[config.mk]
export PLATFORM = sky130hd
export DESIGN_NAME = amp_cfg_i2c_slave
export DESIGN_NICKNAME = d
export VERILOG_FILES = /design/src/rtl/amp_cfg_pkg.sv /design/src/rtl/i2c_line_sync.sv /design/src/rtl/amp_cfg_addr_sel.sv /design/src/rtl/i2c_instr_fsm.sv /design/src/rtl/amp_cfg_i2c_slave.sv
export SDC_FILE = /design/constraint.sdc
export NUM_CORES = 1
export LEC_CHECK = 0
export ABC_AREA = 0
export BUFFER_PORTS_ARGS = -buffer_cell sky130_fd_sc_hd__buf_2
export CELL_PAD_IN_SITES_DETAIL_PLACEMENT = 0
export CELL_PAD_IN_SITES_GLOBAL_PLACEMENT = 2
export CORE_MARGIN = 2
export CORE_UTILIZATION = 30
export DETAILED_ROUTE_END_ITERATION = 8
export GPL_ROUTABILITY_DRIVEN = 0
export PLACE_DENSITY = 0.66
export REMOVE_ABC_BUFFERS = 1
export SLEW_MARGIN = 0
export SYNTH_ARGS = -nofsm -noshare
export SYNTH_HDL_FRONTEND = slang
export SYNTH_HIERARCHICAL = 1
export SYNTH_SLANG_ARGS = --single-unit
[constraint.sdc]
create_clock -name clk_i -period 2.23 [get_ports clk_i]
set_input_delay 0 -clock clk_i [delete_from_list [all_inputs] [get_ports clk_i]]
set_output_delay 0 -clock clk_i [all_outputs]
set_load 0.01 [all_outputs]
[src/rtl/amp_cfg_pkg.sv]
package amp_cfg_pkg;
  localparam int unsigned NUM_IB = 3;
  localparam int unsigned DW     = 8;

  typedef enum logic [2:0] {
    ST_IDLE, ST_ADDR, ST_ADDR_ACK, ST_WR, ST_WR_ACK, ST_RD, ST_RD_ACK
  } slv_state_e;

  localparam logic [1:0] STRAP_LEGACY = 2'b11;
endpackage

[src/rtl/i2c_line_sync.sv]
module i2c_line_sync #(
  parameter int unsigned STAGES = 2
) (
  input  logic clk_i,
  input  logic rst_ni,
  input  logic scl_i,
  input  logic sda_i,
  output logic sda_o,
  output logic scl_rise_o,
  output logic scl_fall_o,
  output logic start_o,
  output logic stop_o
);
  logic [STAGES-1:0] scl_pipe, sda_pipe;
  logic scl_q, sda_q;

  always_ff @(posedge clk_i or negedge rst_ni) begin
    if (!rst_ni) begin
      scl_pipe <= '1;
      sda_pipe <= '1;
      scl_q    <= 1'b1;
      sda_q    <= 1'b1;
    end else begin
      scl_pipe <= {scl_pipe[STAGES-2:0], scl_i};
      sda_pipe <= {sda_pipe[STAGES-2:0], sda_i};
      scl_q    <= scl_pipe[STAGES-1];
      sda_q    <= sda_pipe[STAGES-1];
    end
  end

  assign sda_o      = sda_pipe[STAGES-1];
  assign scl_rise_o = scl_pipe[STAGES-1] & ~scl_q;
  assign scl_fall_o = ~scl_pipe[STAGES-1] & scl_q;
  // edges of SDA while SCL stays high
  assign start_o = scl_pipe[STAGES-1] & scl_q & sda_q & ~sda_pipe[STAGES-1];
  assign stop_o  = scl_pipe[STAGES-1] & scl_q & ~sda_q & sda_pipe[STAGES-1];
endmodule

[src/rtl/amp_cfg_addr_sel.sv]
module amp_cfg_addr_sel (
  input  logic [1:0] strap_i,
  output logic [6:0] addr_o,
  output logic       legacy_o
);
  always_comb begin
    unique case (strap_i)
      2'b00:   addr_o = 7'b1101100;
      2'b01:   addr_o = 7'b1101101;
      2'b10:   addr_o = 7'b1101111;
      default: addr_o = 7'b0000000;
    endcase
  end
  assign legacy_o = (strap_i == amp_cfg_pkg::STRAP_LEGACY);
endmodule

[src/rtl/i2c_instr_fsm.sv]
module i2c_instr_fsm
  import amp_cfg_pkg::*;
#(
  parameter int unsigned NB = NUM_IB,
  parameter int unsigned W  = DW
) (
  input  logic            clk_i,
  input  logic            rst_ni,
  input  logic            sda_i,
  input  logic            scl_rise_i,
  input  logic            scl_fall_i,
  input  logic            start_i,
  input  logic            stop_i,
  input  logic [6:0]      addr_i,
  input  logic            enable_i,
  input  logic [W-1:0]    rd_data_i,
  output logic            sda_oe_o,
  output logic            commit_o,
  output logic [NB*W-1:0] wr_bytes_o,
  output logic            clr_o
);
  localparam int unsigned CW = $clog2(W + 1);
  localparam int unsigned IW = $clog2(NB + 1);
  localparam logic [CW-1:0] BITS_FULL = CW'(W);
  localparam logic [IW-1:0] LAST_IDX  = IW'(NB - 1);
  localparam logic [IW-1:0] NB_L      = IW'(NB);

  slv_state_e     state;
  logic [CW-1:0]  bit_cnt;
  logic [IW-1:0]  byte_idx;
  logic [W-1:0]   sh, rd_sh;
  logic           rw, rd_active, mst_nack;
  logic [W-1:0]   buf_q [NB];

  wire match = enable_i && (sh[W-1:1] == addr_i);

  always_ff @(posedge clk_i or negedge rst_ni) begin
    if (!rst_ni) begin
      state     <= ST_IDLE;
      bit_cnt   <= '0;
      byte_idx  <= '0;
      sh        <= '0;
      rd_sh     <= '0;
      rw        <= 1'b0;
      rd_active <= 1'b0;
      mst_nack  <= 1'b0;
      sda_oe_o  <= 1'b0;
      commit_o  <= 1'b0;
      clr_o     <= 1'b0;
      for (int i = 0; i < NB; i++) buf_q[i] <= '0;
    end else begin
      commit_o <= 1'b0;
      clr_o    <= 1'b0;
      if (start_i || stop_i) begin
        state    <= start_i ? ST_ADDR : ST_IDLE;
        bit_cnt  <= '0;
        byte_idx <= '0;
        sda_oe_o <= 1'b0;
        if (rd_active) begin
          clr_o     <= 1'b1;
          rd_active <= 1'b0;
        end
      end else if (scl_rise_i) begin
        case (state)
          ST_ADDR, ST_WR: begin
            sh      <= {sh[W-2:0], sda_i};
            bit_cnt <= bit_cnt + 1'b1;
          end
          ST_RD:     bit_cnt  <= bit_cnt + 1'b1;
          ST_RD_ACK: mst_nack <= sda_i;
          default: ;
        endcase
      end else if (scl_fall_i) begin
        case (state)
          ST_ADDR: if (bit_cnt == BITS_FULL) begin
            if (match) begin
              sda_oe_o <= 1'b1;
              rw       <= sh[0];
              state    <= ST_ADDR_ACK;
            end else state <= ST_IDLE;
          end
          ST_ADDR_ACK: begin
            bit_cnt <= '0;
            if (rw) begin
              state     <= ST_RD;
              rd_sh     <= rd_data_i;
              sda_oe_o  <= ~rd_data_i[W-1];
              rd_active <= 1'b1;
            end else begin
              state    <= ST_WR;
              sda_oe_o <= 1'b0;
            end
          end
          ST_WR: if (bit_cnt == BITS_FULL) begin
            if (byte_idx < NB_L) begin
              buf_q[byte_idx] <= sh;
              sda_oe_o        <= 1'b1;
              state           <= ST_WR_ACK;
            end else state <= ST_IDLE;  // surplus byte: no ACK
          end
          ST_WR_ACK: begin
            sda_oe_o <= 1'b0;
            bit_cnt  <= '0;
            state    <= ST_WR;
            byte_idx <= byte_idx + 1'b1;
            if (byte_idx == LAST_IDX) commit_o <= 1'b1;
          end
          ST_RD: if (bit_cnt == BITS_FULL) begin
            sda_oe_o <= 1'b0;
            state    <= ST_RD_ACK;
          end else begin
            rd_sh    <= rd_sh << 1;
            sda_oe_o <= ~rd_sh[W-2];
          end
          ST_RD_ACK: if (mst_nack) state <= ST_IDLE;
          else begin
            rd_sh    <= rd_data_i;
            sda_oe_o <= ~rd_data_i[W-1];
            bit_cnt  <= '0;
            state    <= ST_RD;
          end
          default: ;
        endcase
      end
    end
  end

  for (genvar g = 0; g < NB; g++) begin : g_out
    assign wr_bytes_o[g*W +: W] = buf_q[g];
  end

  a_r9_clr_single: assert property (@(posedge clk_i) disable iff (!rst_ni)
    clr_o |=> !clr_o);
  a_r9_clr_at_end: assert property (@(posedge clk_i) disable iff (!rst_ni)
    clr_o |-> $past(start_i || stop_i));
  a_r10_drive_scl_low: assert property (@(posedge clk_i) disable iff (!rst_ni)
    !$stable(sda_oe_o) |-> $past(scl_fall_i || start_i || stop_i));
  a_r6_commit_after_ack: assert property (@(posedge clk_i) disable iff (!rst_ni)
    commit_o |-> $past(state == ST_WR_ACK));
endmodule

[src/rtl/amp_cfg_i2c_slave.sv]
module amp_cfg_i2c_slave
  import amp_cfg_pkg::*;
(
  input  logic       clk_i,
  input  logic       rst_ni,
  input  logic       scl_i,
  input  logic       sda_i,
  output logic       sda_oe_o,
  input  logic [1:0] strap_i,
  input  logic [7:0] diag_i,
  output logic       diag_clr_o,
  output logic [7:0] cfg0_o,
  output logic [7:0] cfg1_o,
  output logic [7:0] cfg2_o
);
  logic sda_s, scl_rise, scl_fall, start, stop;
  logic [6:0] addr;
  logic legacy, commit;
  logic [NUM_IB*DW-1:0] wr_bytes, cfg_q, cfg_vis;

  i2c_line_sync #(.STAGES(2)) u_sync (
    .clk_i, .rst_ni, .scl_i, .sda_i,
    .sda_o(sda_s), .scl_rise_o(scl_rise), .scl_fall_o(scl_fall),
    .start_o(start), .stop_o(stop)
  );

  amp_cfg_addr_sel u_addr (.strap_i, .addr_o(addr), .legacy_o(legacy));

  i2c_instr_fsm #(.NB(NUM_IB), .W(DW)) u_fsm (
    .clk_i, .rst_ni, .sda_i(sda_s), .scl_rise_i(scl_rise), .scl_fall_i(scl_fall),
    .start_i(start), .stop_i(stop), .addr_i(addr), .enable_i(!legacy),
    .rd_data_i(diag_i), .sda_oe_o, .commit_o(commit), .wr_bytes_o(wr_bytes),
    .clr_o(diag_clr_o)
  );

  always_ff @(posedge clk_i or negedge rst_ni) begin
    if (!rst_ni)     cfg_q <= '0;
    else if (commit) cfg_q <= wr_bytes;
  end

  for (genvar g = 0; g < NUM_IB; g++) begin : g_mask
    assign cfg_vis[g*DW +: DW] = legacy ? '0 : cfg_q[g*DW +: DW];
  end

  assign cfg0_o = cfg_vis[0*DW +: DW];
  assign cfg1_o = cfg_vis[1*DW +: DW];
  assign cfg2_o = cfg_vis[2*DW +: DW];

  a_r4_legacy_quiet: assert property (@(posedge clk_i) disable iff (!rst_ni)
    legacy |-> !sda_oe_o);
  a_r6_hold_without_commit: assert property (@(posedge clk_i) disable iff (!rst_ni)
    !commit |=> $stable(cfg_q));
endmodule

==> reports/results.ini, run 1 <==
[die]
dieHeight_um=120
start_util=0.307
die_w_um=120
core_um2=13200
die_area_um2=14400
io_pins=40
rows=42

[finish]
n_antenna_cell=0
areaGrowthSynthToFinish_pct=20.8
finalInstanceArea_um2=4890
final_cell_mix=dfrtp_1, mux2_2, buf_2
final_common_cell=dfrtp_1
final_nets=396
fin_cells=554
drive_gt1_frac=0.418

[synth]
synth_flop_cell=dfrtp_1
async_reset_ff_frac=1.00
syn-instance-count=313
synth.top_cell.area_share=0.482
syn_avg_cell_area_um2=12.9
synth_area_leaders=dfrtp_1, mux2_2, mux2_4, dfstp_2, nor2b_1
mappedNetlistArea_um2=4050
yosys_warnings=6
synth_edf_count=0
ys_seq_area_frac=0.521
yosysTopAreaCell=dfrtp_1
synth_cell_types=45
ys_ff_latch=84

[worst_setup_path]
cp_data_required_time_ns=2.45
critPathCaptureType=flip-flop
cp_max_fo=8
cp_cell_sequence=and4b_2 > nor4b_4 > nand3_2 > nor3_4 > buf_12 > nand2_4 > mux2_1
cp-start-kind=flip-flop
path_buf_inv=1
slowest_stage=dfstp_2
path_class=flip-flop to flip-flop
cp.arrival_ns=2.38
slowest_delay_ns=0.53
cp_top_family=simple AND/OR/NAND/NOR gates

[timing]
max_freq_mhz=464
setup_viol=0
clock-skew-final_ns=0.00420
drv_slew=0
min_period_ns=2.16
hold_viol=0
tns_ns=0
fin_crit_sh=0.967

[placement]
place_hpwl_um=5560
io_buffers=39
dpl_cell_area_um2=4490
dp_cells=531

[clock_network]
clockBufferDepth=2
clk_latency_ns=0.34
cts_tree=built
ctsHtreeMaxLevel=3
path_clk_slew_ns=0.06
cts_sinks=84
cts_made_buffers=9
cts-root-buf=clkbuf_16

[routing]
wl_um=7730
drt_iter0_markers=64
first_pass_iters=4
drcViolationCount=0
ant_nets=0
vias=2483
viasPerCell=4.48
routedWlPerCell_um=14.0

[status]
status=complete, no violations

[global_routing]
grt_use_total=0.117
grt_overflow_total=0
antenna_found_initial=0
grt_pass1_wl_um=13300
grt_max_degree=35
grt_pass1_vias=2584

[run]
cap_violations=0

[power]
leakage_nw=2.48
ir_drop_v=0.000375
power_density_nw_per_um2=745

[hold_path]
hold_class=input pin to flip-flop

[worst reg2reg max path, delay by kind of cell (launching register included)]
kind                   cells  cell delay [ns]
buffers and inverters      1             0.14
multiplexers               1             0.32
flip-flops                 1             0.53
AND/OR/NAND/NOR            5             1.05
[kinds of logic after synthesis]
kind of cell	after synthesis	share of synthesized area
buf+inv	28	0.0414
compound gates	30	0.0445
mux	69	0.212
flops	84	0.521
fa+ha+maj	9	0.0278
other cells	1	0.000926
simple gates	82	0.131
xor+xnor	10	0.0216
[repair_timing]
item	CTS	global route
gates resized for setup	0	1
hold buffers	5	0
buffers inserted	0	2
setup endpoints to repair	0	13
hold endpoints to repair	35	0
[stage by stage]
| step | util | hold slack, ns | total power [mW] | worst slack [ns] |
|---|---|---|---|---|
| floorplan | - | -0.296 | 1.91 | 0.169 |
| global placement | 0.340 | -0.0250 | 2.06 | 0.0924 |
| detailed placement | 0.340 | -0.0228 | 2.06 | 0.0493 |
| CTS | 0.369 | 0.0153 | 3.71 | 0.0501 |
| global route | 0.371 | 0.0277 | 3.83 | -0.00653 |
| finish | 0.371 | 0.0287 | 3.65 | 0.0744 |
[final cells by class]
| type | instances | area (µm²) |
|---|---|---|
| inverter | 12 | 45.0 |
| sequential | 84 | 2110 |
| multi-input combinational | 201 | 1770 |
| tap | 176 | 220 |
| clock buffer | 11 | 243 |
| timing repair buffer | 65 | 418 |
| fill | 1320 | 8300 |
| clock inverter | 5 | 82.6 |
[power breakdown]
group	switching [mW]	leakage, nW	internal [mW]	total, mW
combinational	0.143	1.19	0.156	0.299
sequential	0.124	1.13	1.61	1.73
clock	0.596	0.161	1.02	1.61
[cell usage after synthesis, types with 2 or more instances]
master and n:
nor2_1 11, xnor2_1 2, and4b_1 3, nand3_1 4, dfrtp_1 78, nand4_1 3, xor2_1 8, buf_12 2
clkbuf_1 5, nand2b_1 2, nor2b_1 20, a21oi_1 12, o21bai_1 3, o21ai_0 8, buf_4 5, mux2_2 46
nand2_4 3, inv_1 12, buf_2 3, ha_1 9, nor3_1 4, dfstp_2 6, nor4_1 2, and2b_1 11
and3_1 3, nand2_1 8, mux2_4 22
[state kept, by name, indices dropped and copies added (netlist names)]
signal,cells
u_fsm/wr_bytes_o,24
u_fsm/clr_o,1
u_sync/sda_q,1
cfg_q,24
u_fsm/bit_cnt,4
u_fsm/sh,8
u_sync/sda_pipe,2
u_fsm/commit_o,1
u_sync/scl_q,1
u_fsm/mst_nack,1
u_sync/scl_pipe,2
u_fsm/state,3
u_fsm/sda_oe_o,1
u_fsm/rd_active,1
u_fsm/rd_sh,7
u_fsm/byte_idx,2
u_fsm/rw,1
[metal layers]
metal / track usage / vias to the layer above / routed length (µm)
li1: - / 1198 / -
met1: 0.153 / 1238 / 3700
met5: 0 / - / 0
met3: 0.0311 / 11 / 242
met4: 0.0375 / 0 / 110
met2: 0.189 / 36 / 3670
[final timing paths]
path / startpoint / slack [ns] / depth (start not counted) / endpoint
max in group asynchronous: rst_ni / 1.44 / 3 / u_fsm/bit_cnt[3]
worst max-delay path: u_sync/sda_pipe[1] / 0.07 / 7 / u_fsm/wr_bytes_o[15]
worst max register to register: u_sync/sda_pipe[1] / 0.07 / 7 / u_fsm/wr_bytes_o[15]
worst min register to register: u_sync/sda_pipe[0] / 0.36 / 0 / u_sync/sda_pipe[1]
worst min-delay path: diag_i[4] / 0.03 / 3 / u_fsm/rd_sh[4]
min in group asynchronous: rst_ni / 0.15 / 2 / u_fsm/wr_bytes_o[7]
(Power assumes the default switching activity.)
==> run 2: changes to the inputs <==
- BUFFER_PORTS_ARGS: -buffer_cell sky130_fd_sc_hd__buf_2 -> -buffer_cell sky130_fd_sc_hd__buf_4
==> reports/results.ini, run 2 (synthesized netlist as in run 1, its figures left out) <==
[status]
status=complete, no violations  ; unchanged

[placement]
io_buffers=39  ; unchanged
dp_cells=528  ; was 531
place_hpwl_um=5470  ; was 5560 µm

[power]
ir_drop_v=0.000362  ; was 0.000375 V
leakage_nw=2.46  ; was 2.48 nW
power_frac_comb=0.087  ; was 0.082
p_int_mw=2.56  ; was 2.78 mW
pwr-share-seq=0.506  ; was 0.475
finalPower_mw=3.44  ; was 3.65 mW
pwr-share-clk=0.406  ; was 0.443
switching_share=0.256  ; was 0.237
power_density_nw_per_um2=698  ; was 745 nW/µm²
p_sw_mw=0.881  ; was 0.863 mW

[finish]
fin_cells=552  ; was 554
n_antenna_cell=0  ; unchanged
final_cell_mix=dfrtp_1, buf_4, mux2_2  ; was dfrtp_1, mux2_2, buf_2
final_common_cell=dfrtp_1  ; unchanged
drive_gt1_frac=0.415  ; was 0.418
areaGrowthSynthToFinish_pct=21.6  ; was 20.8%
final_nets=394  ; was 396

[clock_network]
cts_made_buffers=9  ; unchanged
clockBufferDepth=2  ; unchanged
ctsHtreeMaxLevel=3  ; unchanged
cts-root-buf=clkbuf_16  ; unchanged
cts_sinks=84  ; unchanged
clk_latency_ns=0.34  ; about the same
path_clk_slew_ns=0.06  ; about the same
cts_tree=built  ; unchanged

[die]
core_um2=13200  ; unchanged
die_w_um=120  ; unchanged
die_area_um2=14400  ; unchanged
rows=42  ; unchanged
start_util=0.307  ; unchanged
dieHeight_um=120  ; unchanged
io_pins=40  ; unchanged

[timing]
setup_viol=0  ; unchanged
rsz0062_at_grt=yes
clock-skew-final_ns=0.00763  ; was 0.00420 ns
worst_slew_pin_slew_ns=0.663
hold_viol=0  ; unchanged
drv_slew=0  ; unchanged
whs_ns=0.0299  ; was 0.0287 ns
min_period_ns=2.16  ; about the same
max-slew-margin-rel=0.558
max_freq_mhz=462  ; was 464 MHz
fin_crit_sh=0.970  ; was 0.967

[global_routing]
antenna_found_initial=0  ; unchanged
grt_max_degree=52  ; was 35
grt_overflow_total=0  ; unchanged
grt_pass1_wl_um=13400  ; was 13300 µm
grt_pass1_vias=2583  ; was 2584
grt_use_total=0.117  ; about the same

[worst_setup_path]
path_buf_inv=1  ; unchanged
crit_start=u_sync/sda_pipe[1]  ; unchanged
cp-start-kind=flip-flop  ; unchanged
cp_top_family=simple AND/OR/NAND/NOR gates  ; unchanged
cp_max_fo=8  ; unchanged
critPathCaptureType=flip-flop  ; unchanged
cp_cell_sequence=and4b_2 > nor4b_4 > nand3_2 > nor3_4 > buf_4 > nand2_4 > mux2_4  ; was and4b_2 > nor4b_4 > nand3_2 > nor3_4 > buf_12 > nand2_4 > mux2_1
path_class=flip-flop to flip-flop  ; unchanged
r2r_start=u_sync/sda_pipe[1]  ; unchanged
slowest_delay_ns=0.55  ; was 0.53 ns
slowest_stage=dfstp_2  ; unchanged
cp_data_required_time_ns=2.45  ; about the same
cp.arrival_ns=2.39  ; was 2.38 ns

[routing]
viasPerCell=4.46  ; was 4.48
drt_iter0_markers=101  ; was 64
routedWlPerCell_um=14.1  ; was 14.0 µm
ant_nets=0  ; unchanged
drcViolationCount=0  ; unchanged
first_pass_iters=4  ; unchanged
wl_um=7810  ; was 7730 µm
vias=2462  ; was 2483

[hold_path]
hold_class=input pin to flip-flop  ; unchanged
min-delay-start=diag_i[3]  ; was diag_i[4]

[run]
cap_violations=0  ; unchanged

## run 2: changes by cell type in the layout (fill, tap and decap cells not counted)
cell        previous run  this run
buf_2                 38         0
buf_4                 21        57
bufinv_16              2         0
clkinv_2               1         2
clkinv_4               0         1
clkinvlp_4             0         1
inv_6                  2         1
## run 2: cell type report
cell class,count,area (µm²)
clock inverter,5,35.0
tap,176,220
timing repair buffer,63,498
inverter,12,45.0
clock buffer,11,243
fill,1314,8270
sequential,84,2110
multi-input combinational,201,1770
## run 2: what timing repair did
item	CTS	global route
endpoints found under the setup margin	0	9
buffers inserted	0	3
hold endpoints to repair	54	0
gates resized for setup	0	1
hold buffers	5	0
## run 2: power by group through the flow
stage	Clock (mW)	Combinational, mW	Sequential [mW]
after CTS	1.45	0.308	1.74
after detailed placement	0	0.300	1.77
after global routing	1.51	0.338	1.76
final	1.40	0.301	1.74
after floorplan	0	0.183	1.72
after global placement	0	0.296	1.77
## run 2: worst paths after layout
check / to / slack [ns] / cells after the start
max in group asynchronous: u_sync/sda_pipe[0] / 1.29 / 3
hold reg to reg: u_sync/sda_pipe[1] / 0.36 / 0
min in group asynchronous: cfg_q[15] / 0.25 / 2
hold / removal: u_fsm/rd_sh[3] / 0.03 / 3
setup reg to reg: u_fsm/wr_bytes_o[5] / 0.07 / 7
setup / recovery: u_fsm/wr_bytes_o[5] / 0.07 / 7
## run 2: worst register-to-register path, stage by stage, from the launching register on
cell	delay, ns
dfstp_2	0.55
and4b_2	0.27
nor4b_4	0.30
nand3_2	0.15
nor3_4	0.21
buf_4	0.16
nand2_4	0.11
mux2_4	0.31
## run 2: metrics by stage
| stage | setup slack, ns | util | TNS [ns] | instance area, µm² |
|---|---|---|---|---|
| 5_1_grt | -0.0441 | 0.373 | -0.345 | 4920 |
| 4_1_cts | 0.0540 | 0.372 | 0 | 4900 |
| 3_3_place_gp | 0.0835 | 0.347 | 0 | 4570 |
| 3_5_place_dp | 0.0608 | 0.347 | 0 | 4570 |
| 2_1_floorplan | 0.169 | - | 0 | 3930 |
| 6_report | 0.0661 | 0.373 | 0 | 4920 |
## run 2: layer usage
layer | track usage | routed length, µm | part of all wire | up-vias
met1 | 0.155 | 3590 | 0.46 | 1210
li1 | - | - | - | 1194
met4 | 0.0331 | 68 | 0.0087 | 0
met2 | 0.191 | 3820 | 0.49 | 49
met5 | 0 | 0 | 0 | -
met3 | 0.0297 | 326 | 0.042 | 9
==> run 3: changes to the inputs <==
- PLACE_DENSITY: 0.66 -> 0.67
- SLEW_MARGIN: 0 -> unset
- SYNTH_HIERARCHICAL: 1 -> unset
==> reports/results.ini, run 3 <==
[routing]
routedWlPerCell_um=14.8  ; was 14.1 µm
first_pass_iters=4  ; unchanged
ant_nets=0  ; unchanged
vias=2519  ; was 2462
drcViolationCount=0  ; unchanged
drt_iter0_markers=118  ; was 101
wl_um=8020  ; was 7810 µm
viasPerCell=4.64  ; was 4.46

[clock_network]
ctsResizeCount=0  ; unchanged
cts_made_buffers=9  ; unchanged
ctsHtreeMaxLevel=3  ; unchanged
cts-root-buf=clkbuf_16  ; unchanged
clk_latency_ns=0.34  ; about the same
cts_tree=built  ; unchanged
clockBufferDepth=2  ; unchanged
cts-hold-fix-buffers=5  ; unchanged
cts_sinks=84  ; unchanged
cts_setup_buffers=0  ; unchanged
path_clk_slew_ns=0.06  ; about the same

[run]
cap_violations=0  ; unchanged

[timing]
drv_slew=0  ; unchanged
max_freq_mhz=500  ; was 462 MHz
clock-skew-final_ns=0.00377  ; was 0.00763 ns
hold_viol=0  ; unchanged
rsz0062_at_grt=no  ; was yes
whs_ns=0.0226  ; was 0.0299 ns
max-slew-margin-rel=0.573  ; was 0.558
min_period_ns=2.00  ; was 2.16 ns
tns_ns=0  ; unchanged
setup_viol=0  ; unchanged
fin_crit_sh=0.896  ; was 0.970
worst_slew_pin_slew_ns=0.632  ; was 0.663 ns

[finish]
final_nets=388  ; was 394
final_cell_mix=dfrtp_1, mux2_2, buf_4  ; was dfrtp_1, buf_4, mux2_2
fillers=1269  ; was 1314
drive_gt1_frac=0.391  ; was 0.415
final_core_util=0.379  ; was 0.373
final_common_cell=dfrtp_1  ; unchanged
areaGrowthSynthToFinish_pct=22.8  ; was 21.6%
n_antenna_cell=0  ; unchanged

[die]
core_um2=12600  ; was 13200 µm²
io_pins=40  ; unchanged
die_w_um=118  ; was 120 µm
die_area_um2=13900  ; was 14400 µm²
rows=41  ; was 42
start_util=0.308  ; was 0.307
dieHeight_um=118  ; was 120 µm

[worst_setup_path]
critPathCaptureType=flip-flop  ; unchanged
slowest_delay_ns=0.42  ; was 0.55 ns
cp_data_required_time_ns=2.45  ; about the same
cp_max_fo=8  ; unchanged
cp_cell_sequence=inv_1 > ha_1 > nand3b_1 > nor4_4 > nand2_2 > mux2_1  ; was and4b_2 > nor4b_4 > nand3_2 > nor3_4 > buf_4 > nand2_4 > mux2_4
cp-start-kind=flip-flop  ; unchanged
slowest_stage=nor4_4  ; was dfstp_2
path_buf_inv=1  ; unchanged
cp.arrival_ns=2.22  ; was 2.39 ns
cp_top_family=simple AND/OR/NAND/NOR gates  ; unchanged
path_class=flip-flop to flip-flop  ; unchanged

[global_routing]
grt_overflow_total=0  ; unchanged
met1_usage=0.154  ; was 0.155
grt_max_degree=45  ; was 52
grt_pass1_vias=2663  ; was 2583
grt_pass1_wl_um=13800  ; was 13400 µm
top_usage_layer=met2  ; unchanged
use_met3=0.0392  ; was 0.0297
grtUsageMet2=0.211  ; was 0.191
antenna_found_initial=0  ; unchanged
grt_use_total=0.125  ; was 0.117

[power]
power_density_nw_per_um2=696  ; was 698 nW/µm²
ir_drop_v=0.000324  ; was 0.000362 V
leakage_nw=2.32  ; was 2.46 nW

[synth]
syn_avg_cell_area_um2=12.5  ; was 12.9 µm²
async_reset_ff_frac=1.00  ; unchanged
synth_edf_count=0  ; unchanged
synth_flop_cell=dfrtp_1  ; unchanged
synth.top_cell.area_share=0.502  ; was 0.482
yosysTopAreaCell=dfrtp_1  ; unchanged
synth_area_leaders=dfrtp_1, mux2_2, nor2b_1, dfstp_2, ha_1  ; was dfrtp_1, mux2_2, mux2_4, dfstp_2, nor2b_1
synth_cell_types=48  ; was 45
mappedNetlistArea_um2=3890  ; was 4050 µm²
syn-instance-count=312  ; was 313
ys_ff_latch=84  ; unchanged
ys_top_cells_by_count=dfrtp_1, mux2_2, nor2b_1  ; was dfrtp_1, mux2_2, mux2_4
yosys_warnings=0  ; was 6
ys_seq_area_frac=0.542  ; was 0.521
synthMostInstantiatedCell=dfrtp_1  ; unchanged

[placement]
place_hpwl_um=5650  ; was 5470 µm
io_buffers=39  ; unchanged

[status]
status=complete, no violations  ; unchanged

[hold_path]
hold_class=input pin to flip-flop  ; unchanged

-- run 3: tightest hold or removal path, cell delays in order --
cell and delay [ns]:
buf_4 0.07, mux2_2 0.12, mux2_2 0.13
-- run 3: metal layers --
metal  share of wire  vias to the layer above
li1                -                     1211
met1            0.45                     1258
met2            0.50                       42
met3           0.040                        8
met4           0.012                        0
met5               0                        -
-- run 3: logic make-up (layout without fill, tap and decap cells) --
group                      count (synthesis)  count (layout)  synth area share
adders and majority gates                  8               8            0.0257
buffers and inverters                     19              78            0.0190
xor gates and xnor gates                   4               4           0.00900
AOI/OAI and AO/OA                         34              34            0.0627
and+or+nand+nor                           92              92             0.137
muxes                                     71              71             0.205
DFF                                       84              84             0.542
-- run 3: per-stage QoR --
stage	total power, mW	std cells	area [µm²]	setup WS (ns)
3_3_place_gp	1.92	522	4440	0.257
3_5_place_dp	1.93	522	4440	0.211
2_1_floorplan	1.80	301	3850	0.447
6_report	3.33	543	4780	0.231
4_1_cts	3.38	543	4780	0.200
5_1_grt	3.49	543	4780	0.0262
-- run 3: area by class of cell --
class / count / area (µm²) / share of cell area
Multi-Input combinational cell: 209 / 1710 / 0.357
Clock inverter: 6 / 47.5 / 0.00995
Inverter: 8 / 30.0 / 0.00628
Tap cell: 172 / 215 / 0.0450
Sequential cell: 84 / 2110 / 0.441
Timing Repair Buffer: 54 / 430 / 0.0901
Clock buffer: 10 / 239 / 0.0500
-- run 3: report_power, final --
part           total [mW]  internal (mW)  switching [mW]
Combinational       0.246          0.120           0.126
Sequential           1.65           1.58          0.0728
Clock                1.43          0.794           0.632
-- run 3: final timing paths --
path / cells after the start / from / endpoint / slack, ns
hold reg to reg: 0 / u_sync.scl_pipe[0] / u_sync.scl_pipe[1] / 0.36
min in group asynchronous: 2 / rst_ni / cfg_q[15] / 0.22
hold / removal: 3 / diag_i[2] / u_fsm.rd_sh[2] / 0.02
setup / recovery: 6 / u_fsm.bit_cnt[1] / u_fsm.wr_bytes_o[18] / 0.23
setup reg to reg: 6 / u_fsm.bit_cnt[1] / u_fsm.wr_bytes_o[18] / 0.23
max in group asynchronous: 3 / rst_ni / u_sync.sda_pipe[0] / 1.33
